<file path="src/rtl/carry_chain_pkg.sv">
`timescale 1ns/1ps
package carry_chain_pkg;

  // strobes from control to datapath
  typedef struct packed {
    logic load;   // capture the adder result into the output stage
    logic clear;  // force the output stage to zero
  } stageCtrl_t;

endpackage

</file>
<file path="src/rtl/carry_mux_cell.sv">
`timescale 1ns/1ps
// One bit slice: function-generator stage (propagate) plus dedicated carry mux.
module carry_mux_cell (
  input  logic aBit,
  input  logic bBit,
  input  logic cIn,
  output logic sBit,
  output logic cOut
);

  logic prop;

  // function-generator stage
  assign prop = aBit ^ bBit;

  // dedicated carry mux: propagate selects the incoming carry,
  // otherwise the operand bit acts as generate
  always_comb begin
    if (prop) cOut = cIn;
    else      cOut = aBit;
  end

  assign sBit = prop ^ cIn;

  // matching operand bits force the outgoing carry to that bit value
  always_comb begin
    if (aBit == bBit) begin
      a_r2_gen_value: assert (cOut == bBit)
        else $error("carry mux ignored generate value");
    end
  end

endmodule

</file>
<file path="src/rtl/carry_chain_ctrl.sv">
`timescale 1ns/1ps
// Turns the reset pin into strobes for the output stage.
module carry_chain_ctrl
  import carry_chain_pkg::*;
(
  input  logic       rst,
  output stageCtrl_t ctrl
);

  always_comb begin
    ctrl.clear = rst;
    ctrl.load  = ~rst;
  end

endmodule

</file>
<file path="src/rtl/carry_chain_datapath.sv">
`timescale 1ns/1ps
// Chain of mux cells plus an optional output register stage.
module carry_chain_datapath
  import carry_chain_pkg::*;
#(
  parameter int WIDTH   = 8,
  parameter bit OUT_REG = 1'b1
) (
  input  logic             clk,
  input  logic             rst,
  input  stageCtrl_t       ctrl,
  input  logic [WIDTH-1:0] opA,
  input  logic [WIDTH-1:0] opB,
  input  logic             carryIn,
  output logic [WIDTH-1:0] sumOut,
  output logic             carryOut
);

  localparam int RES_W = WIDTH + 1;

  logic [WIDTH:0]   carryLink;
  logic [WIDTH-1:0] sumComb;

  assign carryLink[0] = carryIn;

  // direct cell-to-cell carry links, no general routing in between
  for (genvar i = 0; i < WIDTH; i++) begin : g_cell
    carry_mux_cell u_cell (
      .aBit (opA[i]),
      .bBit (opB[i]),
      .cIn  (carryLink[i]),
      .sBit (sumComb[i]),
      .cOut (carryLink[i+1])
    );
  end

  // arithmetic view used only by the checks
  logic [RES_W-1:0] arithRef;
  assign arithRef = RES_W'(opA) + RES_W'(opB) + RES_W'(carryIn);

  // chain result matches binary addition
  always_comb begin
    a_r1_chain_sum: assert ({carryLink[WIDTH], sumComb} == arithRef)
      else $error("mux chain disagrees with addition");
  end

  // a fully propagating chain returns the carry-in at the top
  always_comb begin
    if ((opA ^ opB) == {WIDTH{1'b1}}) begin
      a_r3_full_ripple: assert (carryLink[WIDTH] == carryIn)
        else $error("full ripple lost the carry");
    end
  end

  if (OUT_REG) begin : g_reg
    logic [WIDTH-1:0] sumQ;
    logic             carryQ;

    always_ff @(posedge clk) begin
      if (ctrl.clear) begin
        sumQ   <= '0;
        carryQ <= 1'b0;
      end else if (ctrl.load) begin
        sumQ   <= sumComb;
        carryQ <= carryLink[WIDTH];
      end
    end

    assign sumOut   = sumQ;
    assign carryOut = carryQ;

    // one clock from operands to result
    a_r5_one_cycle: assert property (@(posedge clk) disable iff (rst)
      !$past(rst) |-> ({carryOut, sumOut} == $past(arithRef)))
      else $error("registered result is not last cycle's sum");

    // a reset edge clears the outputs
    a_r6_reset_clear: assert property (@(posedge clk)
      rst |=> (sumOut == '0 && carryOut == 1'b0))
      else $error("outputs not cleared by reset");
  end else begin : g_comb
    assign sumOut   = sumComb;
    assign carryOut = carryLink[WIDTH];
  end

endmodule

</file>
<file path="src/rtl/mux_carry_adder.sv">
`timescale 1ns/1ps
// Top: ripple adder whose carry runs through propagate-controlled muxes.
module mux_carry_adder
  import carry_chain_pkg::*;
#(
  parameter int WIDTH   = 8,
  parameter bit OUT_REG = 1'b1
) (
  input  logic             clk,
  input  logic             rst,
  input  logic [WIDTH-1:0] opA,
  input  logic [WIDTH-1:0] opB,
  input  logic             carryIn,
  output logic [WIDTH-1:0] sumOut,
  output logic             carryOut
);

  stageCtrl_t stageCtrl;

  initial begin
    a_r7_width_ok: assert (WIDTH >= 1) else $error("WIDTH must be at least 1");
  end

  carry_chain_ctrl u_ctrl (
    .rst  (rst),
    .ctrl (stageCtrl)
  );

  carry_chain_datapath #(
    .WIDTH   (WIDTH),
    .OUT_REG (OUT_REG)
  ) u_dp (
    .clk      (clk),
    .rst      (rst),
    .ctrl     (stageCtrl),
    .opA      (opA),
    .opB      (opB),
    .carryIn  (carryIn),
    .sumOut   (sumOut),
    .carryOut (carryOut)
  );

endmodule

</file>
<file path="config.mk">
export PLATFORM = sky130hd
export DESIGN_NAME = mux_carry_adder
export DESIGN_NICKNAME = d
export VERILOG_FILES = /design/src/rtl/carry_chain_pkg.sv /design/src/rtl/carry_mux_cell.sv /design/src/rtl/carry_chain_ctrl.sv /design/src/rtl/carry_chain_datapath.sv /design/src/rtl/mux_carry_adder.sv
export SDC_FILE = /design/constraint.sdc
export NUM_CORES = 1
export LEC_CHECK = 0
export CAP_MARGIN = 15
export CORE_AREA = 4 4 41 43
export CTS_CLUSTER_DIAMETER = 50
export CTS_CLUSTER_SIZE = 24
export DETAILED_ROUTE_END_ITERATION = 10
export DIE_AREA = 0 0 45 47
export DONT_BUFFER_PORTS = 1
export GPL_TIMING_DRIVEN = 0
export PLACE_DENSITY = 0.52
export SLEW_MARGIN = 20
export SYNTH_ARGS = -nofsm -noshare
export SYNTH_HDL_FRONTEND = slang
export SYNTH_SLANG_ARGS = --single-unit
</file>
<file path="constraint.sdc">
create_clock -name clk -period 3.1 [get_ports clk]
set_input_delay 0.93 -clock clk [delete_from_list [all_inputs] [get_ports clk]]
set_output_delay 0.93 -clock clk [all_outputs]
set_load 0.02 [all_outputs]
</file>
Yosys cells after proc, flatten, opt, wreduce, memory -nomap -nowiden
Index checks and enable logic that the tools add are counted.
{"block": "op_classes", "bitwise": 16, "n_mux": 8}
{"operator": "$xor 1x1->1", "n": 16}
{"operator": "$mux 1", "n": 8}
{"block": "totals", "wordCells": 26, "input_bits": 19, "out_inout_bits": 9, "ff_bits": 9}

Logic depth before layout (Yosys ltp)
Gate-level depths: netlist of run 1.
{"block": "logic_depth", "ltp_word": 9, "depth_mapped": 6, "depth_no_buf": 6}

Modules after synthesis
Synthesis of run 1 repeated with hierarchy kept, for this count alone.
{"block": "unflattened", "hier_cells": 47, "area_unflattened_um2": 600.6}
{"mod": "carry_chain_datapath", "instances": 1, "area_per_inst_um2": 319.1, "seq_area_each_um2": 180.2, "cells_per_inst": 29}
{"mod": "carry_mux_cell", "instances": 8, "area_per_inst_um2": 33.8, "seq_area_each_um2": 0.0, "cells_per_inst": 2}
{"mod": "carry_chain_ctrl", "instances": 1, "area_per_inst_um2": 11.3, "seq_area_each_um2": 0.0, "cells_per_inst": 2}

Worst setup path before layout of run 1
No wires, ideal clock.
{"block": "synth_timing", "kind": "input-to-reg", "startpoint": "input port opB[0]", "endpoint": "register u_dp.g_reg.sumQ[7] (netlist: u_dp.sumOut[7])", "n_path_buf": 0, "slack_ns": 0.645, "setup_ns": 0.070, "t_required_ns": 3.030, "cell_stages": 6, "arrival_time_ns": 2.384, "path_cell_list": "maj3_2 > maj3_2 > o21ai_4 > a21oi_2 > or3_1 > a21oi_1"}
{"block": "synth_via", "elab_chain_len": 9}
{"element": "start: declaration", "line_no": "mux_carry_adder.sv:12", "source": "input logic [WIDTH-1:0] opB,"}
{"element": "$xor 1x1->1", "line_no": "carry_mux_cell.sv:14", "source": "assign prop = aBit ^ bBit;"}
{"element": "$mux 1 (7 in a row)", "line_no": "carry_mux_cell.sv:19", "source": "if (prop) cOut = cIn;"}
{"element": "$xor 1x1->1", "line_no": "carry_mux_cell.sv:23", "source": "assign sBit = prop ^ cIn;"}
{"element": "end signal: assignment", "line_no": "carry_chain_datapath.sv:64", "source": "sumQ <= sumComb;"}
{"element": "end: declaration", "line_no": "carry_chain_datapath.sv:56", "source": "logic [WIDTH-1:0] sumQ;"}
No other way between the ends.
A chain may end at the register's enable or synchronous reset.

Worst setup path in the final report of run 1
Same ends and word-level chain as after synthesis.

==> results.rst, run 1 <==
.. list-table::
   :header-rows: 1

   * - Metric
     - Value
   * - Maximum frequency from static timing analysis
     - 438 MHz
   * - Antenna diode count
     - 0
   * - Overall die height
     - 47 um
   * - Clock root cell
     - sky130_fd_sc_hd__clkbuf_4
   * - Max_slew headroom
     - 0.755
   * - Final core area utilization
     - 0.456
   * - Post-CTS Hold Buffers
     - 0
   * - Largest net degree at the start of global routing
     - 10
   * - Number of H-tree branching levels
     - 1
   * - Synthesis warning total
     - 0
   * - # Post-CTS Setup Buffers
     - 0
   * - Number of placement rows
     - 13
   * - TNS Setup
     - 0 ps
   * - Cell area after synthesis
     - 547 um^2
   * - Clock buffers created by TritonCTS
     - 3
   * - Final Net Count
     - 90
   * - Element type at the critical path end
     - flip-flop
   * - Worst EP arrival
     - 2470 ps
   * - Leading cell types in the layout, fill and taps excluded
     - sky130_fd_sc_hd__dfxtp_1 (9), sky130_fd_sc_hd__nor2_1 (8), sky130_fd_sc_hd__o21ai_0 (7)
   * - Via count
     - 450
   * - Share of cells above drive strength 1
     - 0.129
   * - TritonCTS clock tree
     - done
   * - Startpoint-to-endpoint class of the critical path
     - in -> reg
   * - Startpoint type of the worst setup path
     - primary input
   * - Slew of the pin with the lowest slew margin
     - 368 ps
   * - LEAKAGE
     - 0.226 nW
   * - Critical path peak fanout
     - 4
   * - WP data required
     - 3280 ps
   * - Final period demand of the worst path
     - 2280 ps
   * - Post-route ant nets
     - 0
   * - Count of input and output buffers
     - 0
   * - Power Density
     - 506 nW/um^2
   * - Number of vias per cell after detailed routing
     - 5.29
   * - Final weighted congestion in routability-driven placement
     - 0.732
   * - Final clock period utilization by the worst path
     - 0.737
   * - Placed cell areas
     - 566 um^2
   * - Finished layout cell area
     - 593 um^2
   * - Outcome
     - completed
   * - Number of DRC violations after detailed-routing iteration 0
     - 9
   * - All-layer global routing usage
     - 0.100
   * - Die X-Extent
     - 45 um
   * - Total number of clock tree sinks
     - 9
   * - Detailed placement HPWL
     - 849 um
   * - Wire length reported by the detailed router
     - 991 um
   * - Top-level I/O count
     - 28
   * - Clock-pin slew on the worst setup and hold paths
     - 60 ps
   * - DRT Pass-1 Iters
     - 4
   * - Post-Synthesis Mean Instance Area
     - 8.28 um^2
   * - Wire length per cell after detailed routing
     - 11.7 um
   * - Number of buffers on the longest clock path
     - 2
   * - Final setup violation count
     - 0
   * - IR Drop Worst-Case VDD
     - 0.000121 V
   * - Fin. Hold Viols
     - 0
   * - Mapped Cells
     - 66
   * - Vias in the first global route
     - 402
   * - Starting density of the core
     - 0.420
   * - # Max-Cap Violations
     - 0
   * - Tightest Hold Check Type
     - in -> reg
   * - Floorplan Core Area
     - 1300 um^2
   * - First-pass GRT wire length
     - 1.52 mm
   * - Sequential element share of the synthesized area
     - 0.330
   * - GRT overflow
     - 0
   * - Most common cell after layout, fill and taps aside
     - sky130_fd_sc_hd__dfxtp_1
   * - Synth-to-layout area growth
     - 8.47%
   * - Quantity of gates resized following cts
     - 0
   * - #FFs+latches synth
     - 9
   * - Die Area
     - 2120 um^2
   * - Unrepaired setup endpoints after global routing
     - no
   * - Antenna violations before repair
     - 0
   * - Pins over their slew limit
     - 0
   * - Post-synthesis cell type count
     - 22
   * - Number of DRC violations after detailed routing
     - 0
   * - Synthesized Nets
     - 85
cell usage after synthesis (all sizes together):
cell / count / share of area
inv: 2 / 0.014
xnor2: 6 / 0.096
and2: 2 / 0.023
o221ai: 1 / 0.016
xor2: 6 / 0.096
nand2: 6 / 0.041
maj3: 3 / 0.059
nor2: 8 / 0.055
o31ai: 3 / 0.050
a21o: 1 / 0.014
a21oi: 4 / 0.043
a31oi: 2 / 0.023
nor3: 2 / 0.018
dfxtp: 9 / 0.33
o21ai: 8 / 0.094
or3: 1 / 0.011
nand3: 1 / 0.0091
buf: 1 / 0.0069
per-layer routing:
metal,global-route usage,vias up,share of wire
li1,-,238,-
met1,0.126,194,0.45
met2,0.147,16,0.44
met3,0.0192,2,0.093
met4,0.0877,0,0.012
met5,0,-,0
state kept, by name, indices dropped and copies added, names as in the netlist:
register	count
u_dp.sumOut	8
u_dp.carryOut	1
area by class of cell:
cell class	instances	area, um^2
Multi-Input combinational cell	54	355
Fill cell	141	708
Clock inverter	1	5.00
Clock buffer	3	22.5
Buffer	1	3.75
Sequential cell	9	180
Tap cell	15	18.8
Inverter	2	7.51
cell families (layout without fill, tap and decap cells):
logic type / count (synthesis) / after routing / share of synthesized area
compound gates: 19 / 19 / 0.240
simple gates: 20 / 20 / 0.158
xor+xnor: 12 / 12 / 0.192
flops: 9 / 9 / 0.330
buf+inv: 3 / 7 / 0.0206
fa+ha+maj: 3 / 3 / 0.0595
worst paths after layout:
| kind | startpoint | to | slack [ps] | cells past startpoint |
|---|---|---|---|---|
| setup / recovery | opB[0] | u_dp.sumOut[7] | 820 | 6 |
| hold / removal | opB[7] | u_dp.carryOut | 840 | 2 |
metrics by stage:
| step | setup slack (ps) | total power, mW | hold slack (ps) | cells |
|---|---|---|---|---|
| 2_1_floorplan | 645 | 0.209 | 1080 | 66 |
| 3_3_place_gp | 564 | 0.218 | 1100 | 81 |
| 3_5_place_dp | 555 | 0.218 | 1100 | 81 |
| 4_1_cts | 817 | 0.306 | 831 | 85 |
| 5_1_grt | 728 | 0.321 | 837 | 85 |
| 6_report | 816 | 0.300 | 837 | 85 |
worst max-delay path, cell delays in order:
cell and delay (ps):
sky130_fd_sc_hd__maj3_2 320, sky130_fd_sc_hd__maj3_2 370, sky130_fd_sc_hd__o21ai_4 230, sky130_fd_sc_hd__o31ai_2 120
sky130_fd_sc_hd__or3_1 350, sky130_fd_sc_hd__a21oi_1 140
where the power goes:
part           total (mW)  internal, mW  leakage (nW)  switching [mW]
logic              0.0632        0.0303         0.134          0.0329
registers           0.151         0.130        0.0750          0.0216
clock network      0.0855        0.0474        0.0177          0.0381
(Power assumes the default switching activity.)
==> run 2: changes to the inputs <==
--- a/config.mk
+++ b/config.mk
@@ -5,6 +5,7 @@
 export SDC_FILE = /design/constraint.sdc
 export NUM_CORES = 1
 export LEC_CHECK = 0
+export ABC_AREA = 1
 export CAP_MARGIN = 15
 export CORE_AREA = 4 4 41 43
 export CTS_CLUSTER_DIAMETER = 50
@@ -13,7 +14,7 @@
 export DIE_AREA = 0 0 45 47
 export DONT_BUFFER_PORTS = 1
 export GPL_TIMING_DRIVEN = 0
-export PLACE_DENSITY = 0.52
+export PLACE_DENSITY = 0.49
 export SLEW_MARGIN = 20
 export SYNTH_ARGS = -nofsm -noshare
 export SYNTH_HDL_FRONTEND = slang
==> constraint.sdc (replaced) <==
create_clock -name clk -period 2.32 [get_ports clk]
set_input_delay 0.696 -clock clk [delete_from_list [all_inputs] [get_ports clk]]
set_output_delay 0.696 -clock clk [all_outputs]
set_load 0.02 [all_outputs]
==> run 2 against run 1 <==
  * Power rose by 26%
  * Critical path depth rose by 6
  * Cell area fell by 7.6%
  * Final cell count rose by 11%
  * Non-clock buffer count fell by 1
  * Combinational power rose by 0.9%
  * Hold slack got worse by 340 ps
  * First-iteration DRC count fell by 22%
  * Synthesized area fell by 8.0%
  * Synthesized cell count rose by 14%
  * Highest routed layer unchanged
==> results.rst, run 2 <==
.. list-table::
   :header-rows: 1

   * - Metric
     - Value
   * - Number of DRC violations after detailed routing
     - 0
   * - Post-route ant nets
     - 0
   * - Top-level I/O count
     - 28
   * - Number of DRC violations after detailed-routing iteration 0
     - 7
   * - Worst EP arrival
     - 1700 ps
   * - Count of input and output buffers
     - 0
   * - Share of cells above drive strength 1
     - 0.139
   * - Synthesis warning total
     - 0
   * - Biggest cell delay along the critical path
     - 130 ps
   * - Post-Place Worst Slack
     - 495 ps
   * - Antenna diode count
     - 0
   * - WP data required
     - 2470 ps
   * - Area used by sequential logic in the layout
     - 180 um^2
   * - Antenna violations before repair
     - 0
   * - Final period demand of the worst path
     - 1550 ps
   * - Switching fraction of total power
     - 0.306
   * - Clock buffers created by TritonCTS
     - 3
   * - Critical path peak fanout
     - 3
   * - Slew of the pin with the lowest slew margin
     - 253 ps
   * - Maximum frequency from static timing analysis
     - 645 MHz
   * - Tightest Hold Check Type
     - in -> reg
   * - Final setup violation count
     - 0
   * - Mapped Cells
     - 75
   * - Wire length per cell after detailed routing
     - 10.1 um
   * - Cell repeated most along the worst path
     - sky130_fd_sc_hd__nand3_2
   * - Overall die height
     - 47 um
   * - All-layer global routing usage
     - 0.104
   * - Leading area contributor after synthesis
     - sky130_fd_sc_hd__dfxtp_1
   * - Synthesized Nets
     - 94
   * - DRT Pass-1 Iters
     - 4
   * - Worst hold slack
     - 500 ps
   * - Post-synthesis cell type count
     - 13
   * - Most common cell after layout, fill and taps aside
     - sky130_fd_sc_hd__nand2_1
   * - Clk network pwr share
     - 0.314
   * - Cell chain of the critical path
     - nand2_1, inv_1, nor2_1, nand2_1, nand3_2, nand3_2, nand3_2, nand3_2, nand2_2, nand2_2, a21oi_1, nor2_1
   * - Outcome
     - completed
   * - Unrepaired setup endpoints after global routing
     - no
   * - Quantity of gates resized following cts
     - 0
   * - Number of H-tree branching levels
     - 1
   * - First-pass GRT wire length
     - 1.57 mm
   * - Detailed placement HPWL
     - 800 um
   * - Internal portion of total power
     - 0.262 mW
   * - WHS Path Cells
     - 1
   * - TNS Setup
     - 0 ps
   * - Wire length reported by the detailed router
     - 951 um
   * - Cell at the slowest stage of the critical path
     - sky130_fd_sc_hd__a21oi_1
   * - Cell area after synthesis
     - 503 um^2
   * - Starting density of the core
     - 0.387
   * - Logic depth of the worst path, buffers included
     - 12
   * - Post-synth top cells
     - sky130_fd_sc_hd__nand2_1 (15), sky130_fd_sc_hd__inv_1 (13), sky130_fd_sc_hd__nor2_1 (13)
   * - Power Density
     - 689 nW/um^2
   * - Post-synth EDFFs
     - 0
   * - Die Area
     - 2120 um^2
   * - Post-CTS Hold Buffers
     - 0
   * - #FFs+latches synth
     - 9
   * - Via count
     - 435
   * - Clock root cell
     - sky130_fd_sc_hd__clkbuf_4
   * - Finished layout cell area
     - 548 um^2
   * - Number of placement rows
     - 13
   * - Sequential share of power
     - 0.517
   * - Vias in the first global route
     - 414
   * - Post-placement cell count
     - 90
   * - Floorplan Core Area
     - 1300 um^2
   * - Combinational cell fraction of total power
     - 0.169
   * - Area fraction of the dominant cell type after synthesis
     - 0.358
   * - Sequential element share of the synthesized area
     - 0.358
   * - Final Net Count
     - 99
   * - LEAKAGE
     - 0.291 nW
   * - Largest net degree at the start of global routing
     - 8
   * - Dominant synthesized flop cell
     - sky130_fd_sc_hd__dfxtp_1
   * - # Max-Cap Violations
     - 0
   * - Startpoint-to-endpoint class of the critical path
     - in -> reg
   * - # Post-CTS Setup Buffers
     - 0
   * - Die X-Extent
     - 45 um
   * - Biggest area contributors in the synthesized netlist
     - sky130_fd_sc_hd__dfxtp_1 (36%), sky130_fd_sc_hd__nand2_1 (11%), sky130_fd_sc_hd__nand3_2 (10%), sky130_fd_sc_hd__inv_1 (9.7%), sky130_fd_sc_hd__nor2_1 (9.7%)
   * - GRT overflow
     - 0
   * - Placed cell areas
     - 522 um^2
   * - Most instantiated library cell after synthesis
     - sky130_fd_sc_hd__nand2_1
   * - Final clock period utilization by the worst path
     - 0.668
   * - Startpoint type of the worst setup path
     - primary input
   * - Count of non-filler cells in the finished layout
     - 94
   * - Post-Synthesis Mean Instance Area
     - 6.71 um^2
   * - Total number of clock tree sinks
     - 9
   * - Fillers
     - 147
   * - Worst setup slack after layout
     - 770 ps
   * - Footprint of the multi-input gates
     - 274 um^2
   * - TritonCTS clock tree
     - done
   * - IR Drop Worst-Case VDD
     - 0.000281 V
   * - Cell family contributing the most delay on the critical path
     - simple AND/OR/NAND/NOR gates
   * - Max_slew headroom
     - 0.830
   * - Fraction of registers with async set or reset after synthesis
     - 0
   * - Switching power summed over all nets
     - 0.116 mW
   * - Leading cell types in the layout, fill and taps excluded
     - sky130_fd_sc_hd__nand2_1 (15), sky130_fd_sc_hd__nor2_1 (13), sky130_fd_sc_hd__inv_1 (13)
   * - Element type at the critical path end
     - flip-flop
   * - Clock-pin slew on the worst setup and hold paths
     - 60 ps
   * - Final weighted congestion in routability-driven placement
     - 0.674
   * - Fin. Hold Viols
     - 0
   * - Synth-to-layout area growth
     - 8.96%
   * - Pins over their slew limit
     - 0
   * - Number of vias per cell after detailed routing
     - 4.63
   * - Number of buffers on the longest clock path
     - 2
   * - Flip-flop count of the largest register after layout
     - 8
   * - Count of buffering cells on the critical path with inverters included
     - 1
==> run 2: per-stage QoR <==
stage	util	power [mW]
after detailed placement	0.401	0.264
final	0.421	0.378
after global placement	0.401	0.263
after global routing	0.421	0.406
after floorplan	-	0.254
after CTS	0.421	0.388
==> run 2: kinds of logic after synthesis <==
family                 Yosys count  share of synthesized area
AO/OA/AOI/OAI                   12                      0.127
XOR/XNOR                         3                     0.0522
buffers and inverters           13                     0.0970
flip-flops                       9                      0.358
AND/OR/NAND/NOR                 38                      0.366
==> run 2: metal layers <==
metal,GRT usage,vias to the layer above,part of all wire
li1,-,242,-
met1,0.119,174,0.43
met2,0.158,17,0.45
met3,0.0345,2,0.097
met4,0.0877,0,0.019
met5,0,-,0
==> run 2: area by class of cell <==
cell class / count / share of cell area
Inverter: 13 / 0.0890
Sequential cell: 9 / 0.329
Tap cell: 15 / 0.0342
Multi-Input combinational cell: 53 / 0.500
Clock buffer: 4 / 0.0479
==> run 2: worst paths after layout <==
path,startpoint,to
worst max-delay path,opB[1],u_dp.sumOut[7]
worst min-delay path,rst,u_dp.sumOut[2]
==> run 2: power groups by stage <==
stage,Combinational (mW),Sequential [mW],Clock (mW)
after detailed placement,0.0642,0.200,0
after floorplan,0.0565,0.197,0
after global placement,0.0636,0.200,0
after CTS,0.0644,0.196,0.128
final,0.0638,0.195,0.119
after global routing,0.0747,0.197,0.134
==> run 3: changes to the inputs <==
--- a/config.mk
+++ b/config.mk
@@ -14,7 +14,7 @@
 export DIE_AREA = 0 0 45 47
 export DONT_BUFFER_PORTS = 1
 export GPL_TIMING_DRIVEN = 0
-export PLACE_DENSITY = 0.49
+export PLACE_DENSITY = 0.51
 export SLEW_MARGIN = 20
 export SYNTH_ARGS = -nofsm -noshare
 export SYNTH_HDL_FRONTEND = slang
==> constraint.sdc (replaced) <==
create_clock -name clk -period 1.3 [get_ports clk]
set_input_delay 0.39 -clock clk [delete_from_list [all_inputs] [get_ports clk]]
set_output_delay 0.39 -clock clk [all_outputs]
set_load 0.02 [all_outputs]
==> run 3 against run 2 <==
  * First-iteration DRC count shrank 43%
  * Cell area grew 10%
  * Via count down 0.46%
  * Die area did not move
  * Power up 81%
  * Setup slack got worse by 660 ps
  * Critical endpoint unchanged
  * Utilization up 4.2 points
  * Largest power group unchanged
  * Critical path depth shrank 1
==> results.rst, run 3 (synthesis gave the netlist of run 2 again) <==
.. list-table::
   :header-rows: 1

   * - Metric
     - Value
   * - Die X-Extent
     - 45 um
   * - Placed cell areas
     - 569 um^2
   * - IR Drop Worst-Case VDD
     - 0.000577 V
   * - Antenna diode count
     - 0
   * - WHS Path Cells
     - 1
   * - Number of placement rows
     - 13
   * - Number of H-tree branching levels
     - 1
   * - GRT overflow
     - 0
   * - Maximum frequency from static timing analysis
     - 839 MHz
   * - Finished layout cell area
     - 603 um^2
   * - Clock-pin slew on the worst setup and hold paths
     - 60 ps
   * - Number of DRC violations after detailed routing
     - 0
   * - Synth-to-layout area growth
     - 19.9%
   * - Clock buffers created by TritonCTS
     - 3
   * - Outcome
     - completed
   * - Pins over their slew limit
     - 0
   * - Power Density
     - 1130 nW/um^2
   * - DRT Pass-1 Iters
     - 3
   * - # Max-Cap Violations
     - 0
   * - # Post-CTS Setup Buffers
     - 0
   * - Post-route ant nets
     - 0
   * - Leading cell types in the layout, fill and taps excluded
     - sky130_fd_sc_hd__nand2_1 (13), sky130_fd_sc_hd__inv_1 (12), sky130_fd_sc_hd__nor2_1 (10)
   * - Slew of the pin with the lowest slew margin
     - 235 ps
   * - Final Net Count
     - 100
   * - End of the worst hold path
     - u_dp.sumOut[2]
   * - Count of input and output buffers
     - 0
   * - Number of DRC violations after detailed-routing iteration 0
     - 4
   * - First-pass GRT wire length
     - 1.49 mm
   * - Number of vias per cell after detailed routing
     - 4.56
   * - Area used by sequential logic in the layout
     - 180 um^2
   * - Startpoint of the most critical hold path
     - rst
   * - Final clock period utilization by the worst path
     - 0.917
   * - Element type at the critical path end
     - flip-flop
   * - Die Area
     - 2120 um^2
   * - Via count
     - 433
   * - Largest net degree at the start of global routing
     - 8
   * - Worst setup slack after layout
     - 108 ps
   * - Detailed placement HPWL
     - 775 um
   * - Clock root cell
     - sky130_fd_sc_hd__clkbuf_4
   * - Flip-flop count of the largest register after layout
     - 8
   * - Total number of clock tree sinks
     - 9
   * - Worst hold slack
     - 197 ps
   * - WP data required
     - 1450 ps
   * - Final weighted congestion in routability-driven placement
     - 0.746
   * - Starting density of the core
     - 0.387
   * - Antenna violations before repair
     - 0
   * - Max_slew headroom
     - 0.843
   * - Fin. Hold Viols
     - 0
   * - Number of buffers on the longest clock path
     - 2
   * - TNS Setup
     - 0 ps
   * - Most common cell after layout, fill and taps aside
     - sky130_fd_sc_hd__nand2_1
   * - Quantity of gates resized following cts
     - 0
   * - Critical path peak fanout
     - 3
   * - LEAKAGE
     - 0.303 nW
   * - Post-CTS Hold Buffers
     - 0
   * - Floorplan Core Area
     - 1300 um^2
   * - Final setup violation count
     - 0
   * - Wire length reported by the detailed router
     - 886 um
   * - Overall die height
     - 47 um
   * - Count of non-filler cells in the finished layout
     - 95
   * - Startpoint-to-endpoint class of the critical path
     - in -> reg
   * - Share of cells above drive strength 1
     - 0.238
   * - Tightest Hold Check Type
     - in -> reg
   * - Worst EP arrival
     - 1350 ps
   * - Post-placement cell count
     - 90
   * - Final total power
     - 0.682 mW
   * - Wire length per cell after detailed routing
     - 9.33 um
   * - Vias in the first global route
     - 397
   * - Top-level I/O count
     - 28
   * - Startpoint type of the worst setup path
     - primary input
   * - Final core area utilization
     - 0.463
   * - TritonCTS clock tree
     - done
   * - Post-Place Worst Slack
     - -173 ps
   * - All-layer global routing usage
     - 0.101
   * - Fillers
     - 146
   * - Footprint of the multi-input gates
     - 322 um^2
   * - Final period demand of the worst path
     - 1190 ps
## run 3: changes by cell type in the layout (fill, tap and decap cells not counted), sizes merged
cell  change
buf       +1
## run 3: worst max-delay path, stage by stage
cell and delay [ps]:
sky130_fd_sc_hd__inv_1 50, sky130_fd_sc_hd__a21oi_4 150, sky130_fd_sc_hd__nand2_1 80, sky130_fd_sc_hd__nand3_2 80, sky130_fd_sc_hd__nand3_2 80, sky130_fd_sc_hd__nand3_2 90
sky130_fd_sc_hd__nand3_2 80, sky130_fd_sc_hd__nand2_2 100, sky130_fd_sc_hd__nand2_2 70, sky130_fd_sc_hd__a21oi_2 130, sky130_fd_sc_hd__nor2_1 40
## run 3: metal layers
layer	global-route usage	vias to the layer above	wire, um
li1	-	242	-
met1	0.108	172	373
met2	0.161	19	378
met3	0.0766	0	134
met4	0.0175	0	0
met5	0	-	0
## run 3: area by class of cell
type | count | area share
multi-input cells | 53 | 0.533
flip-flops and latches | 9 | 0.299
inverters | 13 | 0.0809
clock buffers | 4 | 0.0436
well taps | 15 | 0.0311
repair buffers | 1 | 0.0124
## run 3: worst max-delay path by stage
stage | slack (ps) | end | start | cells past startpoint
floorplan | -80 | u_dp.sumOut[7] | opB[0] | 11
global placement | -170 | u_dp.sumOut[7] | opB[0] | 11
detailed placement | -170 | u_dp.sumOut[7] | opB[0] | 11
CTS | 100 | u_dp.sumOut[7] | opB[0] | 11
global route | -2 | u_dp.sumOut[7] | carryIn | 11
finish | 110 | u_dp.sumOut[7] | carryIn | 11
## run 3: where the power goes
part / internal, mW / switching [mW]
sequential: 0.304 / 0.0441
clock: 0.118 / 0.0876
combinational: 0.0563 / 0.0719
total: 0.478 / 0.204
